--- src/rtl/sram_ctl_pkg.sv ---
package sram_ctl_pkg;

  localparam int unsigned LANES  = 2;
  localparam int unsigned LANE_W = 8;
  localparam int unsigned DATA_W = LANES * LANE_W;

  typedef enum logic [2:0] {
    ST_IDLE,
    ST_RD_WAIT,
    ST_RD_CAP,
    ST_WR_SETUP,
    ST_WR_PULSE,
    ST_WR_RECOVER,
    ST_TURN
  } state_e;

  typedef struct packed {
    logic ce_n;
    logic oe_n;
    logic we_n;
    logic lanes_on;
    logic dq_oe;
  } pin_ctl_t;

  // Whole cycles covering a time need, never less than one.
  function automatic int unsigned phase_cycles(input int unsigned need_ps,
                                               input int unsigned clk_ps);
    int unsigned n;
    n = (need_ps + clk_ps - 1) / clk_ps;
    return (n == 0) ? 1 : n;
  endfunction

  function automatic int unsigned max2(input int unsigned a, input int unsigned b);
    return (a > b) ? a : b;
  endfunction

endpackage

--- src/rtl/sram_phase_cnt.sv ---
module sram_phase_cnt #(
  parameter int unsigned W = 2
) (
  input  logic         clk,
  input  logic         rst_n,
  input  logic         load,
  input  logic [W-1:0] load_val,
  output logic         done
);

  logic [W-1:0] cnt_q;
  logic [W-1:0] cnt_d;

  always_comb begin
    cnt_d = cnt_q;
    if (load)            cnt_d = load_val;
    else if (cnt_q != '0) cnt_d = cnt_q - 1'b1;
  end

  always_ff @(posedge clk or negedge rst_n) begin
    if (!rst_n) cnt_q <= '0;
    else        cnt_q <= cnt_d;
  end

  assign done = (cnt_q == '0);

endmodule

--- src/rtl/sram_ctl_fsm.sv ---
module sram_ctl_fsm
  import sram_ctl_pkg::*;
#(
  parameter int unsigned CNT_W   = 2,
  parameter int unsigned RD_CYC  = 2,
  parameter int unsigned SU_CYC  = 1,
  parameter int unsigned PW_CYC  = 2,
  parameter int unsigned REC_CYC = 1,
  parameter int unsigned TA_CYC  = 1
) (
  input  logic             clk,
  input  logic             rst_n,
  input  logic             req_valid,
  input  logic             req_write,
  input  logic             cnt_done,
  output logic             ready,
  output logic             accept,
  output logic             cap_en,
  output logic             cnt_load,
  output logic [CNT_W-1:0] cnt_val,
  output pin_ctl_t         ctl_d
);

  state_e state_q, state_d;

  assign ready  = (state_q == ST_IDLE);
  assign accept = ready && req_valid;
  assign cap_en = (state_q == ST_RD_CAP);

  always_comb begin
    state_d = state_q;
    unique case (state_q)
      ST_IDLE:       if (req_valid) state_d = req_write ? ST_WR_SETUP : ST_RD_WAIT;
      ST_RD_WAIT:    if (cnt_done)  state_d = ST_RD_CAP;
      ST_RD_CAP:                    state_d = ST_TURN;
      ST_TURN:       if (cnt_done)  state_d = ST_IDLE;
      ST_WR_SETUP:   if (cnt_done)  state_d = ST_WR_PULSE;
      ST_WR_PULSE:   if (cnt_done)  state_d = ST_WR_RECOVER;
      ST_WR_RECOVER: if (cnt_done)  state_d = ST_IDLE;
      default:                      state_d = ST_IDLE;
    endcase
  end

  // Phase length is loaded on every state change.
  assign cnt_load = (state_d != state_q);
  always_comb begin
    unique case (state_d)
      ST_RD_WAIT:    cnt_val = CNT_W'(RD_CYC - 1);
      ST_TURN:       cnt_val = CNT_W'(TA_CYC - 1);
      ST_WR_SETUP:   cnt_val = CNT_W'(SU_CYC - 1);
      ST_WR_PULSE:   cnt_val = CNT_W'(PW_CYC - 1);
      ST_WR_RECOVER: cnt_val = CNT_W'(REC_CYC - 1);
      default:       cnt_val = '0;
    endcase
  end

  // Pin values for the state being entered; registered in the datapath.
  always_comb begin
    ctl_d = '{ce_n: 1'b1, oe_n: 1'b1, we_n: 1'b1, lanes_on: 1'b0, dq_oe: 1'b0};
    unique case (state_d)
      ST_RD_WAIT, ST_RD_CAP: begin
        ctl_d.ce_n = 1'b0; ctl_d.oe_n = 1'b0; ctl_d.lanes_on = 1'b1;
      end
      ST_WR_SETUP, ST_WR_RECOVER: begin
        ctl_d.ce_n = 1'b0; ctl_d.lanes_on = 1'b1;
      end
      ST_WR_PULSE: begin
        ctl_d.ce_n = 1'b0; ctl_d.we_n = 1'b0; ctl_d.lanes_on = 1'b1; ctl_d.dq_oe = 1'b1;
      end
      default: ;
    endcase
  end

  always_ff @(posedge clk or negedge rst_n) begin
    if (!rst_n) state_q <= ST_IDLE;
    else        state_q <= state_d;
  end

endmodule

--- src/rtl/sram_ctl_dp.sv ---
module sram_ctl_dp
  import sram_ctl_pkg::*;
#(
  parameter int unsigned ADDR_W = 19
) (
  input  logic              clk,
  input  logic              rst_n,
  input  logic              accept,
  input  logic              cap_en,
  input  pin_ctl_t          ctl_d,
  input  logic [ADDR_W-1:0] req_addr,
  input  logic [DATA_W-1:0] req_wdata,
  input  logic [LANES-1:0]  req_be,
  input  logic [DATA_W-1:0] mem_dq_i,
  output logic [ADDR_W-1:0] mem_addr,
  output logic [DATA_W-1:0] mem_dq_o,
  output logic              mem_ce_n,
  output logic              mem_oe_n,
  output logic              mem_we_n,
  output logic              mem_dq_oe,
  output logic [LANES-1:0]  strb_n,
  output logic              rsp_valid,
  output logic [DATA_W-1:0] rsp_rdata
);

  logic [LANES-1:0]  be_q;
  logic [LANES-1:0]  be_sel;
  logic [LANES-1:0]  strb_d;
  logic [DATA_W-1:0] rd_masked;

  assign be_sel = accept ? req_be : be_q;

  for (genvar g = 0; g < LANES; g++) begin : g_lane
    assign strb_d[g] = ~(ctl_d.lanes_on & be_sel[g]);
    assign rd_masked[g*LANE_W +: LANE_W] = be_q[g] ? mem_dq_i[g*LANE_W +: LANE_W] : '0;
  end

  // Request registers, loaded only on acceptance.
  always_ff @(posedge clk or negedge rst_n) begin
    if (!rst_n) begin
      mem_addr <= '0;
      mem_dq_o <= '0;
      be_q     <= '0;
    end else if (accept) begin
      mem_addr <= req_addr;
      mem_dq_o <= req_wdata;
      be_q     <= req_be;
    end
  end

  // Memory control pins.
  always_ff @(posedge clk or negedge rst_n) begin
    if (!rst_n) begin
      mem_ce_n  <= 1'b1;
      mem_oe_n  <= 1'b1;
      mem_we_n  <= 1'b1;
      mem_dq_oe <= 1'b0;
      strb_n    <= '1;
    end else begin
      mem_ce_n  <= ctl_d.ce_n;
      mem_oe_n  <= ctl_d.oe_n;
      mem_we_n  <= ctl_d.we_n;
      mem_dq_oe <= ctl_d.dq_oe;
      strb_n    <= strb_d;
    end
  end

  // Read capture.
  always_ff @(posedge clk or negedge rst_n) begin
    if (!rst_n) begin
      rsp_valid <= 1'b0;
      rsp_rdata <= '0;
    end else begin
      rsp_valid <= cap_en;
      if (cap_en) rsp_rdata <= rd_masked;
    end
  end

endmodule

--- src/rtl/sram_ctl.sv ---
module sram_ctl
  import sram_ctl_pkg::*;
#(
  parameter int unsigned ADDR_W     = 19,
  parameter int unsigned CLK_PS     = 5000,
  parameter int unsigned T_AA_PS    = 10000,
  parameter int unsigned T_DOE_PS   = 6500,
  parameter int unsigned T_PWE_PS   = 8000,
  parameter int unsigned T_SD_PS    = 6000,
  parameter int unsigned T_AW_PS    = 8000,
  parameter int unsigned T_SA_PS    = 0,
  parameter int unsigned T_HA_PS    = 0,
  parameter int unsigned T_OEWE_PS  = 4000,
  parameter int unsigned T_REL_PS   = 4000
) (
  input  logic              clk,
  input  logic              rst_n,
  input  logic              req_valid,
  output logic              req_ready,
  input  logic              req_write,
  input  logic [ADDR_W-1:0] req_addr,
  input  logic [15:0]       req_wdata,
  input  logic [1:0]        req_be,
  output logic              rsp_valid,
  output logic [15:0]       rsp_rdata,
  output logic [ADDR_W-1:0] mem_addr,
  output logic              mem_ce_n,
  output logic              mem_oe_n,
  output logic              mem_we_n,
  output logic              mem_ub_n,
  output logic              mem_lb_n,
  output logic [15:0]       mem_dq_o,
  input  logic [15:0]       mem_dq_i,
  output logic              mem_dq_oe
);

  localparam int unsigned RD_CYC  = phase_cycles(max2(T_AA_PS, T_DOE_PS), CLK_PS);
  localparam int unsigned SU_CYC  = phase_cycles(max2(T_SA_PS, T_OEWE_PS), CLK_PS);
  localparam int unsigned PW_CYC  = phase_cycles(max2(T_PWE_PS, max2(T_SD_PS, T_AW_PS)), CLK_PS);
  localparam int unsigned REC_CYC = phase_cycles(T_HA_PS, CLK_PS);
  localparam int unsigned TA_CYC  = phase_cycles(T_REL_PS, CLK_PS);
  localparam int unsigned MAX_CYC = max2(max2(RD_CYC, SU_CYC), max2(PW_CYC, max2(REC_CYC, TA_CYC)));
  localparam int unsigned CNT_W   = (MAX_CYC > 1) ? $clog2(MAX_CYC) : 1;

  logic             accept;
  logic             cap_en;
  logic             cnt_load;
  logic             cnt_done;
  logic [CNT_W-1:0] cnt_val;
  logic [1:0]       strb_n;
  pin_ctl_t         ctl_d;

  sram_ctl_fsm #(
    .CNT_W(CNT_W), .RD_CYC(RD_CYC), .SU_CYC(SU_CYC),
    .PW_CYC(PW_CYC), .REC_CYC(REC_CYC), .TA_CYC(TA_CYC)
  ) fsm_i (
    .clk(clk), .rst_n(rst_n), .req_valid(req_valid), .req_write(req_write),
    .cnt_done(cnt_done), .ready(req_ready), .accept(accept), .cap_en(cap_en),
    .cnt_load(cnt_load), .cnt_val(cnt_val), .ctl_d(ctl_d)
  );

  sram_phase_cnt #(.W(CNT_W)) cnt_i (
    .clk(clk), .rst_n(rst_n), .load(cnt_load), .load_val(cnt_val), .done(cnt_done)
  );

  sram_ctl_dp #(.ADDR_W(ADDR_W)) dp_i (
    .clk(clk), .rst_n(rst_n), .accept(accept), .cap_en(cap_en), .ctl_d(ctl_d),
    .req_addr(req_addr), .req_wdata(req_wdata), .req_be(req_be), .mem_dq_i(mem_dq_i),
    .mem_addr(mem_addr), .mem_dq_o(mem_dq_o), .mem_ce_n(mem_ce_n), .mem_oe_n(mem_oe_n),
    .mem_we_n(mem_we_n), .mem_dq_oe(mem_dq_oe), .strb_n(strb_n),
    .rsp_valid(rsp_valid), .rsp_rdata(rsp_rdata)
  );

  assign mem_lb_n = strb_n[0];
  assign mem_ub_n = strb_n[1];

endmodule

--- config.mk ---
export PLATFORM = sky130hd
export DESIGN_NAME = sram_ctl
export DESIGN_NICKNAME = d
export VERILOG_FILES = /design/src/rtl/sram_ctl_pkg.sv /design/src/rtl/sram_phase_cnt.sv /design/src/rtl/sram_ctl_fsm.sv /design/src/rtl/sram_ctl_dp.sv /design/src/rtl/sram_ctl.sv
export SDC_FILE = /design/constraint.sdc
export NUM_CORES = 1
export LEC_CHECK = 0
export CAP_MARGIN = 15
export CORE_MARGIN = 4
export CORE_UTILIZATION = 38
export CTS_CLUSTER_SIZE = 10
export DETAILED_ROUTE_END_ITERATION = 8
export PLACE_DENSITY_LB_ADDON = 0.25
export SLEW_MARGIN = 30
export SYNTH_ARGS = -nofsm -noshare
export SYNTH_HDL_FRONTEND = slang
export SYNTH_SLANG_ARGS = --single-unit
--- constraint.sdc ---
create_clock -name clk -period 1.4 [get_ports clk]
set_input_delay 0.35 -clock clk [delete_from_list [all_inputs] [get_ports clk]]
set_output_delay 0.35 -clock clk [all_outputs]
set_load 0.005 [all_outputs]
==> run_results.csv, run 1 <==
group,metric,value,unit
route,drtPass1Iterations,4,
route,via_count,2000,
global_route,track_usage,16.1,%
sta,holdWs,0.477,ns
route,antenna_left,0,
setup_path,cp-endpoint,"dp_i.mem_dq_o[6]",
finish,nets,395,
clock_network,numClockSinks,64,
synthesis,dominantRegCellSynth,"dfrtp_1",
global_route,antenna_found_initial,0,
setup_path,path_class,"input port to flip-flop",
clock_network,cts_buffer_depth,2,
route,viasPerCell,4.57,
global_route,grt_pass1_wl,10600,um
setup_path,crit_required,1.61,ns
setup_path,slowest_delay,0.50,ns
synthesis,yosysMostFrequentCell,"dfrtp_1",
worst_hold_path,hold_class,"flip-flop to flip-flop",
clock_network,path_clk_slew,0.06,ns
status,status,"finished with violations",
power_and_ir_drop,ir_drop,1080,uV
synthesis,avgSynthCellArea,13.5,um^2
sta,final.period_utilization,111,%
synthesis,yosys-top-cells-area,"dfrtp_1, mux2_4, nand2_1",
finish,area_delta_synth_final,63.8,%
sta,rsz0062_at_grt,"yes",
setup_path,arrival,1.75,ns
synthesis,ys_types,27,
global_route,gr-total-overflow,0,
setup_path,startpoint,"req_valid",
clock_network,cts_htree_levels,3,
setup_path,cp-end-kind,"flip-flop",
sta,finalClockSkew,0.0131,ns
finish,drive_gt1_share,29.2,%
synthesis,synth_area_leader_cell,"dfrtp_1",
setup_path,cp-start-kind,"input port",
route,wl_per_cell,15.5,um
global_route,grt_max_degree,39,
synthesis,async_flop_share,100,%
setup_path,critPathTopFamily,"buffers and inverters",
global_route,grt_pass1_vias,2066,
sta,tightestPinTransition,0.440,ns
sta,setup_ws,-0.148,ns
setup_path,r2r_start,"fsm_i.state_q[0]",
setup_path,cp.depth,5,
sta,drv_slew,0,
synthesis,synth_edf_count,0,
die,dieArea,8410,um^2
sta,max_freq,646,MHz
synthesis,syn_area,2660,um^2
sta,slew_headroom,70.4,%
route,drc_errors,0,
setup_path,r2r_slack,-0.14,ns
die,row_count,30,
setup_path,r2r-end,"dp_i.mem_dq_o[6]",
clock_network,clk_latency,0.33,ns
synthesis,synth_top_area_share,55.4,%
placed_design,gp_congestion,0.781,
die,die_y,91.7,um
placed_design,numPortBuffers,115,
synthesis,yosysSeqAreaShare,60.4,%
clock_network,cts_made_buffers,9,
clock_network,cts_tree,"yes",
sta,finalCriticalPeriod,1.55,ns
die,die_x,91.7,um
placed_design,hpwl,4290,um
power_and_ir_drop,power.density,2170,nW/um^2
power_and_ir_drop,power,9.46,mW
power_and_ir_drop,leakagePower,2.07,nW
setup_path,crit_chain,"clkdlybuf4s50_1 -> nor4b_4 -> buf_6 -> clkbuf_16 -> mux2_4",
die,core,6790,um^2
clock_network,clockRootBuffer,"clkbuf_8",
synthesis,synth_nets,255,
finish,num_antenna_cells,0,
setup_path,crit_fanout,9,
route,drt-initial-drc-count,30,
die,num_io_pins,116,
setup_path,path_buf_inv,3,
status,violations,"setup timing",
synthesis,yosys-top-cells-count,"dfrtp_1, nand2_1, mux2_4, o21ai_1",
synthesis,netlist_instances,198,
synthesis,ys_ff_latch,64,
die,start_util,39.2,%
synthesis,yosysWarnings,0,
run,drv_cap,0,
finish,fillers,555,
setup_path,cpMaxStageDelayCell,"clkdlybuf4s50_1",
sta,setup_viol,56,
route,drt_wl_total,6770,um
setup_path,r2r_cells,4,
sta,hold_viol_final,0,
-- cell usage in the layout, fill, tap and decap left out, types with 4 or more instances in the layout --
cell type / Yosys / layout
clkbuf_8: 0 / 11
dfrtp_1: 59 / 57
mux2_4: 31 / 37
clkbuf_16: 0 / 4
buf_4: 0 / 13
dfstp_2: 5 / 5
dlygate4sd2_1: 0 / 53
o21ai_1: 13 / 13
buf_6: 1 / 4
buf_2: 3 / 7
clkdlybuf4s50_1: 0 / 55
nor2_1: 4 / 4
buf_12: 3 / 5
nand2_1: 37 / 36
-- state kept, by name, indices dropped and copies added (netlist names) --
register,count
dp_i.mem_addr,19
dp_i.mem_dq_o,16
dp_i.rsp_rdata,16
fsm_i.state_q,3
dp_i.be_q,2
dp_i.strb_n,2
cnt_i.cnt_q,1
dp_i.mem_ce_n,1
dp_i.mem_dq_oe,1
dp_i.mem_oe_n,1
dp_i.mem_we_n,1
dp_i.rsp_valid,1
-- stage by stage --
| stage | setup WS, ns | area [um^2] | util, % | TNS, ns | cells |
|---|---|---|---|---|---|
| finish | -0.148 | 4360 | 64.2 | -5.06 | 438 |
| global route | -0.174 | 4360 | 64.2 | -7.15 | 438 |
| CTS | -0.160 | 4270 | 62.9 | -5.50 | 433 |
| detailed placement | -0.540 | 3940 | 58.0 | -19.64 | 406 |
| global placement | -0.536 | 3940 | 58.0 | -19.75 | 406 |
| floorplan | -0.0458 | 2660 | - | -1.37 | 198 |
-- worst min path at each step --
stage,from,to,cells after the start
2_1_floorplan,rst_n,cnt_i.cnt_q,0
3_3_place_gp,rst_n,dp_i.mem_dq_o[1],2
3_5_place_dp,rst_n,dp_i.mem_dq_o[1],2
4_1_cts,dp_i.rsp_rdata[12],dp_i.rsp_rdata[12],2
5_1_grt,dp_i.rsp_rdata[10],dp_i.rsp_rdata[10],2
6_report,dp_i.rsp_rdata[7],dp_i.rsp_rdata[7],2
-- cells by family (layout without fill, tap and decap cells) --
| logic type | count (synthesis) | after routing | synth area share, % |
|---|---|---|---|
| compound gates | 30 | 30 | 6.53 |
| fa+ha+maj | 1 | 1 | 0.376 |
| buf+inv | 16 | 160 | 4.51 |
| flops | 64 | 64 | 60.4 |
| mux | 37 | 37 | 20.0 |
| simple gates | 50 | 50 | 8.22 |
-- power breakdown --
group / switching [mW] / internal (mW) / total (mW)
Combinational: 1.61 / 2.75 / 4.36
Clock: 0.659 / 1.09 / 1.75
Sequential: 0.548 / 2.80 / 3.35
Total: 2.82 / 6.64 / 9.46
-- metal layers --
layer	up-vias	wire length [um]	GRT usage (%)
li1	950	-	-
met5	-	0	0
met4	0	72	6.31
met3	6	429	4.35
met1	974	3080	21.0
met2	70	3190	25.4
-- area by class of cell --
type / count / area (um^2) / area share, %
timing repair buffer: 142 / 1400 / 32.1
clock buffer: 12 / 155 / 3.56
multi-input combinational: 118 / 998 / 22.9
clock inverter: 3 / 65.1 / 1.49
sequential: 64 / 1610 / 36.9
tap: 96 / 120 / 2.75
inverter: 3 / 11.3 / 0.258
-- worst reg2reg max path, stage by stage, from the launching register on --
cell	delay, ns
dfrtp_2	0.45
nor4b_4	0.29
buf_6	0.19
clkbuf_16	0.19
mux2_4	0.30
-- repair_timing --
| item | 4_1_cts | 5_1_grt |
|---|---|---|
| pin swaps | 1 | 3 |
| buffers inserted | 9 | 2 |
| hold buffers | 1 | 0 |
| gates resized for setup | 90 | 11 |
| setup endpoints to repair | 114 | 57 |
| gates cloned | 2 | 5 |
| endpoints found under the hold margin | 25 | 0 |
Note: power is estimated with default switching activity, not from simulation.
==> inputs of run 2 (changes only) <==
--- a/config.mk
+++ b/config.mk
@@ -11,7 +11,8 @@
 export CTS_CLUSTER_SIZE = 10
 export DETAILED_ROUTE_END_ITERATION = 8
 export PLACE_DENSITY_LB_ADDON = 0.25
-export SLEW_MARGIN = 30
+export SETUP_SLACK_MARGIN = 0.1
+export SLEW_MARGIN = 10
 export SYNTH_ARGS = -nofsm -noshare
 export SYNTH_HDL_FRONTEND = slang
 export SYNTH_SLANG_ARGS = --single-unit
==> run 2 against run 1 <==
Against the previous run:
- the flow still finishes with violations (setup timing)
- non-clock buffer count grew 23
- combinational power grew 23%
- flip-flop and latch count is the same
- die area is the same
- via count increased by 5.4%
- sequential power increased by 3%
- core utilization increased by 3.2 points
- worst hold slack worse by 0.45 ns
- register-to-register slack got worse by 0.02 ns
- critical path depth decreased by 1
- critical endpoint is now dp_i.mem_dq_o[5]
- largest power group unchanged
- highest routed layer unchanged
==> run_results.csv, run 2 (synthesis gave the netlist of run 1 again) <==
group,metric,value,unit
finish,num_antenna_cells,0,
route,drt-initial-drc-count,59,
sta,hold_viol_final,0,
finish,area_delta_synth_final,72.0,%
power_and_ir_drop,leakagePower,2.16,nW
die,start_util,39.2,%
setup_path,path_class,"flip-flop to flip-flop",
global_route,gr-total-overflow,0,
setup_path,path_buf_inv,2,
global_route,grt_max_degree,65,
placed_design,numPortBuffers,115,
die,dieArea,8410,um^2
route,wl_per_cell,15.8,um
clock_network,path_clk_slew,0.06,ns
finish,nets,418,
global_route,antenna_found_initial,0,
sta,drv_slew,0,
finish,regMostFlops,"dp_i.mem_addr",
worst_hold_path,hold_class,"input port to asynchronous set/reset pin",
route,via_count,2107,
setup_path,cp-end-kind,"flip-flop",
sta,setup_ws,-0.159,ns
finish,final_common_cell,"dfrtp_1",
sta,finalClockSkew,0.0136,ns
die,die_x,91.7,um
finish,final-instance-count-excl-fill,460,
finish,drive_gt1_share,50.8,%
setup_path,crit_chain,"nor4b_4 -> buf_4 -> buf_16 -> mux2_4",
clock_network,cts_htree_levels,3,
setup_path,r2r_slack,-0.16,ns
setup_path,r2r-end,"dp_i.mem_dq_o[5]",
route,drc_errors,0,
setup_path,slowest_delay,0.44,ns
sta,slew_headroom,76.7,%
clock_network,cts_buffer_depth,2,
setup_path,crit_fanout,14,
clock_network,clockRootBuffer,"clkbuf_8",
sta,setup_viol,55,
power_and_ir_drop,ir_drop,1190,uV
status,status,"finished with violations",
clock_network,clk_latency,0.32,ns
clock_network,numClockSinks,64,
sta,finalCriticalPeriod,1.56,ns
setup_path,crit_required,1.60,ns
setup_path,r2r_cells,4,
setup_path,critPathTopFamily,"flip-flops",
power_and_ir_drop,power.density,2210,nW/um^2
sta,final.period_utilization,111,%
route,drtPass1Iterations,4,
placed_design,post-place-cells,407,
die,row_count,30,
finish,largest_register_ffs,19,
finish,final_cell_mix,"dfrtp_1, clkdlybuf4s50_1, mux2_4",
sta,tightestPinTransition,0.350,ns
global_route,grt_pass1_vias,2058,
clock_network,cts_tree,"yes",
setup_path,cpMaxStageDelayCell,"dfrtp_2",
clock_network,cts_made_buffers,9,
sta,rsz0062_at_grt,"yes",
route,antenna_left,0,
die,num_io_pins,116,
finish,fillers,513,
die,die_y,91.7,um
sta,max_freq,642,MHz
setup_path,r2r_start,"fsm_i.state_q[1]",
die,core,6790,um^2
route,viasPerCell,4.58,
status,violations,"setup timing",
placed_design,gp_congestion,0.810,
run,drv_cap,0,
setup_path,arrival,1.75,ns
finish,top_regs,"dp_i.mem_addr: 19 flops, dp_i.mem_dq_o: 16 flops, dp_i.rsp_rdata: 16 flops",
placed_design,post_dp_cell_area,3960,um^2
route,drt_wl_total,7280,um
setup_path,cp-start-kind,"flip-flop",
placed_design,hpwl,4380,um
global_route,grt_pass1_wl,10700,um
finish,fin_area,4580,um^2
global_route,track_usage,16.2,%
==> run 2: report_power, final <==
| group | switching [mW] | internal [mW] |
|---|---|---|
| combinational | 1.97 | 3.41 |
| sequential | 0.647 | 2.81 |
| clock | 0.648 | 0.661 |
| total | 3.27 | 6.87 |
==> run 2: worst max path at each step <==
stage | to | slack (ns) | depth (start not counted) | from
4_1_cts | dp_i.mem_dq_o[5] | -0.16 | 4 | fsm_i.state_q[1]
2_1_floorplan | dp_i.mem_addr[10] | -0.05 | 4 | fsm_i.state_q[0]
6_report | dp_i.mem_dq_o[5] | -0.16 | 4 | fsm_i.state_q[1]
3_5_place_dp | dp_i.mem_addr[0] | -0.53 | 4 | req_valid
5_1_grt | dp_i.mem_dq_o[1] | -0.23 | 4 | fsm_i.state_q[1]
3_3_place_gp | dp_i.mem_addr[3] | -0.51 | 4 | req_valid
==> run 2: timing repair <==
| action | CTS | global route |
|---|---|---|
| buffers inserted | 15 | 18 |
| cloned | 2 | 4 |
| hold buffers | 0 | 0 |
| setup endpoints to repair | 116 | 97 |
| gates resized for setup | 150 | 91 |
| pin swaps | 3 | 20 |
==> run 2: metal layers <==
metal / GRT usage [%] / part of all wire, % / routed length [um]
met5: 0 / 0 / 0
met4: 6.31 / 0.96 / 70
met3: 3.61 / 3.9 / 285
met2: 27.0 / 55 / 3980
met1: 20.6 / 40 / 2950
==> run 2: final cells by class <==
type / instances / area (um^2) / area share, %
inverters: 3 / 11.3 / 0.246
repair buffers: 165 / 1540 / 33.6
multi-input cells: 118 / 1140 / 24.9
flip-flops and latches: 64 / 1610 / 35.2
clock inverters: 4 / 22.5 / 0.492
well taps: 96 / 120 / 2.62
clock buffers: 10 / 138 / 3.00
==> run 2: stage by stage <==
step | worst slack [ns] | total power, mW | utilization, % | hold slack, ns | setup TNS (ns)
finish | -0.159 | 10.1 | 67.4 | 0.0223 | -6.64
global route | -0.233 | 10.8 | 67.4 | 0.0489 | -10.24
CTS | -0.160 | 9.28 | 63.9 | 0.0438 | -6.91
detailed placement | -0.531 | 7.68 | 58.2 | 0.395 | -20.28
global placement | -0.506 | 7.59 | 58.2 | 0.393 | -19.39
floorplan | -0.0458 | 5.41 | - | 0.0544 | -1.37
==> inputs of run 3 (changes only) <==
--- a/config.mk
+++ b/config.mk
@@ -7,7 +7,8 @@
 export LEC_CHECK = 0
 export CAP_MARGIN = 15
 export CORE_MARGIN = 4
-export CORE_UTILIZATION = 38
+export CORE_UTILIZATION = 39
+export CTS_BUF_LIST = sky130_fd_sc_hd__clkbuf_8
 export CTS_CLUSTER_SIZE = 10
 export DETAILED_ROUTE_END_ITERATION = 8
 export PLACE_DENSITY_LB_ADDON = 0.25
==> run 3 against run 2 <==
Against the previous run:
- the run still ends with setup timing left
- worst hold slack worse by 0.011 ns
- clock power is 26% higher
- largest power group unchanged
- clock skew down 0.0051 ns
==> run_results.csv, run 3 (synthesis gave the netlist of run 1 again) <==
group,metric,value,unit
sta,rsz0062_at_grt,"yes",
clock_network,clockRootBuffer,"clkbuf_8",
global_route,grt_pass1_vias,2154,
clock_network,clk_latency,0.33,ns
setup_path,crit_required,1.61,ns
sta,slew_headroom,79.4,%
power_and_ir_drop,power_frac_clock,15.0,%
finish,nets,438,
die,num_io_pins,116,
sta,setup_viol,58,
sta,drv_slew,0,
route,drt-initial-drc-count,45,
sta,finalClockSkew,0.00850,ns
clock_network,cts_tree,"yes",
sta,setup_tns,-12.41,ns
clock_network,numClockSinks,64,
run,drv_cap,0,
sta,hold_viol_final,0,
route,drc_errors,0,
die,die_x,90.6,um
finish,largest_register_ffs,19,
worst_hold_path,hold_class,"input port to asynchronous set/reset pin",
global_route,antenna_found_initial,0,
setup_path,arrival,1.87,ns
placed_design,hpwl,4540,um
placed_design,dp_slack,-0.540,ns
die,start_util,41.0,%
finish,final-instance-count-excl-fill,462,
die,dieArea,8220,um^2
route,drtPass1Iterations,4,
route,viasPerCell,4.76,
route,drt_wl_total,8000,um
sta,tightestPinTransition,0.309,ns
power_and_ir_drop,netSwitchingFraction,31.9,%
route,wl_per_cell,17.3,um
setup_path,cp-end-kind,"flip-flop",
route,via_count,2201,
placed_design,gp_congestion,0.747,
global_route,track_usage,18.1,%
power_and_ir_drop,internal_power,7.50,mW
finish,regMostFlops,"dp_i.mem_addr",
sta,final.period_utilization,118,%
setup_path,cp-start-kind,"flip-flop",
global_route,gr-total-overflow,0,
sta,finalCriticalPeriod,1.66,ns
power_and_ir_drop,power,11.0,mW
die,die_y,90.6,um
finish,final_cell_mix,"dfrtp_1, clkdlybuf4s50_1, buf_4",
sta,max_freq,604,MHz
die,core,6490,um^2
placed_design,post-place-cells,386,
status,status,"finished with violations",
clock_network,path_clk_slew,0.07,ns
power_and_ir_drop,ir_drop,1140,uV
finish,top_regs,"dp_i.mem_addr: 19 flops, dp_i.mem_dq_o: 16 flops, dp_i.rsp_rdata: 16 flops",
status,violations,"setup timing",
power_and_ir_drop,p_switching,3.51,mW
power_and_ir_drop,power.density,2310,nW/um^2
global_route,grt_pass1_wl,11500,um
die,row_count,29,
finish,drive_gt1_share,55.6,%
clock_network,cts_buffer_depth,2,
power_and_ir_drop,leakagePower,2.29,nW
sta,setup_ws,-0.256,ns
route,antenna_left,0,
power_and_ir_drop,comb_power_share,53.8,%
power_and_ir_drop,p_seq_share,31.2,%
finish,area_delta_synth_final,78.8,%
clock_network,cts_htree_levels,3,
setup_path,crit_fanout,5,
finish,num_antenna_cells,0,
global_route,grt_max_degree,48,
clock_network,cts_made_buffers,9,
placed_design,numPortBuffers,115,
setup_path,path_class,"flip-flop to flip-flop",
finish,final_common_cell,"dfrtp_1",
[run 3: path summary, 6_finish.rpt]
kind,startpoint,to,slack [ns],cells past startpoint
max in group asynchronous,rst_n,dp_i.strb_n[1],1.10,2
min reg2reg,dp_i.mem_dq_o[9],dp_i.mem_dq_o[9],0.51,1
min in group clk,dp_i.mem_dq_o[9],dp_i.mem_dq_o[9],0.51,1
max reg2reg,fsm_i.state_q[2],dp_i.mem_addr[16],-0.26,6
max,fsm_i.state_q[2],dp_i.mem_addr[16],-0.26,6
min,rst_n,dp_i.mem_dq_o[14],0.01,2
[run 3: cell type report]
cell class / count / area, um^2
clock inverter: 6 / 77.6
timing repair buffer: 185 / 1680
multi-input combinational: 118 / 1160
clock buffer: 9 / 124
fill: 420 / 1730
inverter: 3 / 11.3
sequential: 64 / 1610
tap: 77 / 96.3
[run 3: per-stage QoR]
step	utilization, %	area, um^2	hold WS (ns)
after floorplan	-	2680	0.0544
after global placement	60.3	3920	0.356
after detailed placement	60.3	3920	0.367
after CTS	69.0	4480	0.00471
after global routing	73.3	4760	0.0196
final	73.3	4760	0.0110
[run 3: what timing repair did]
item / in CTS / in global routing
pin swaps: 2 / 24
setup endpoints to repair: 104 / 111
hold buffers: 0 / 0
gates resized for setup: 162 / 99
setup buffers: 24 / 29
gates cloned: 5 / 4
[run 3: power groups by stage]
stage	Combinational, mW	Clock, mW	Sequential, mW
floorplan	2.06	0	3.35
global placement	4.17	0	3.37
detailed placement	4.24	0	3.41
CTS	4.85	1.68	3.37
global route	6.31	1.80	3.54
finish	5.93	1.65	3.43
[run 3: routing by layer]
metal	track usage (%)	up-vias	share of wire (%)
met5	0	-	0
met4	5.74	0	0.47
met3	5.67	4	6.7
met2	30.3	80	51
met1	22.1	1073	42
li1	-	1044	-
[run 3: worst max-delay path: stages, from the launching register on]
cell	delay, ns
dfrtp_1	0.39
buf_6	0.13
nor4b_4	0.31
buf_6	0.17
buf_12	0.12
buf_16	0.11
mux2_4	0.30
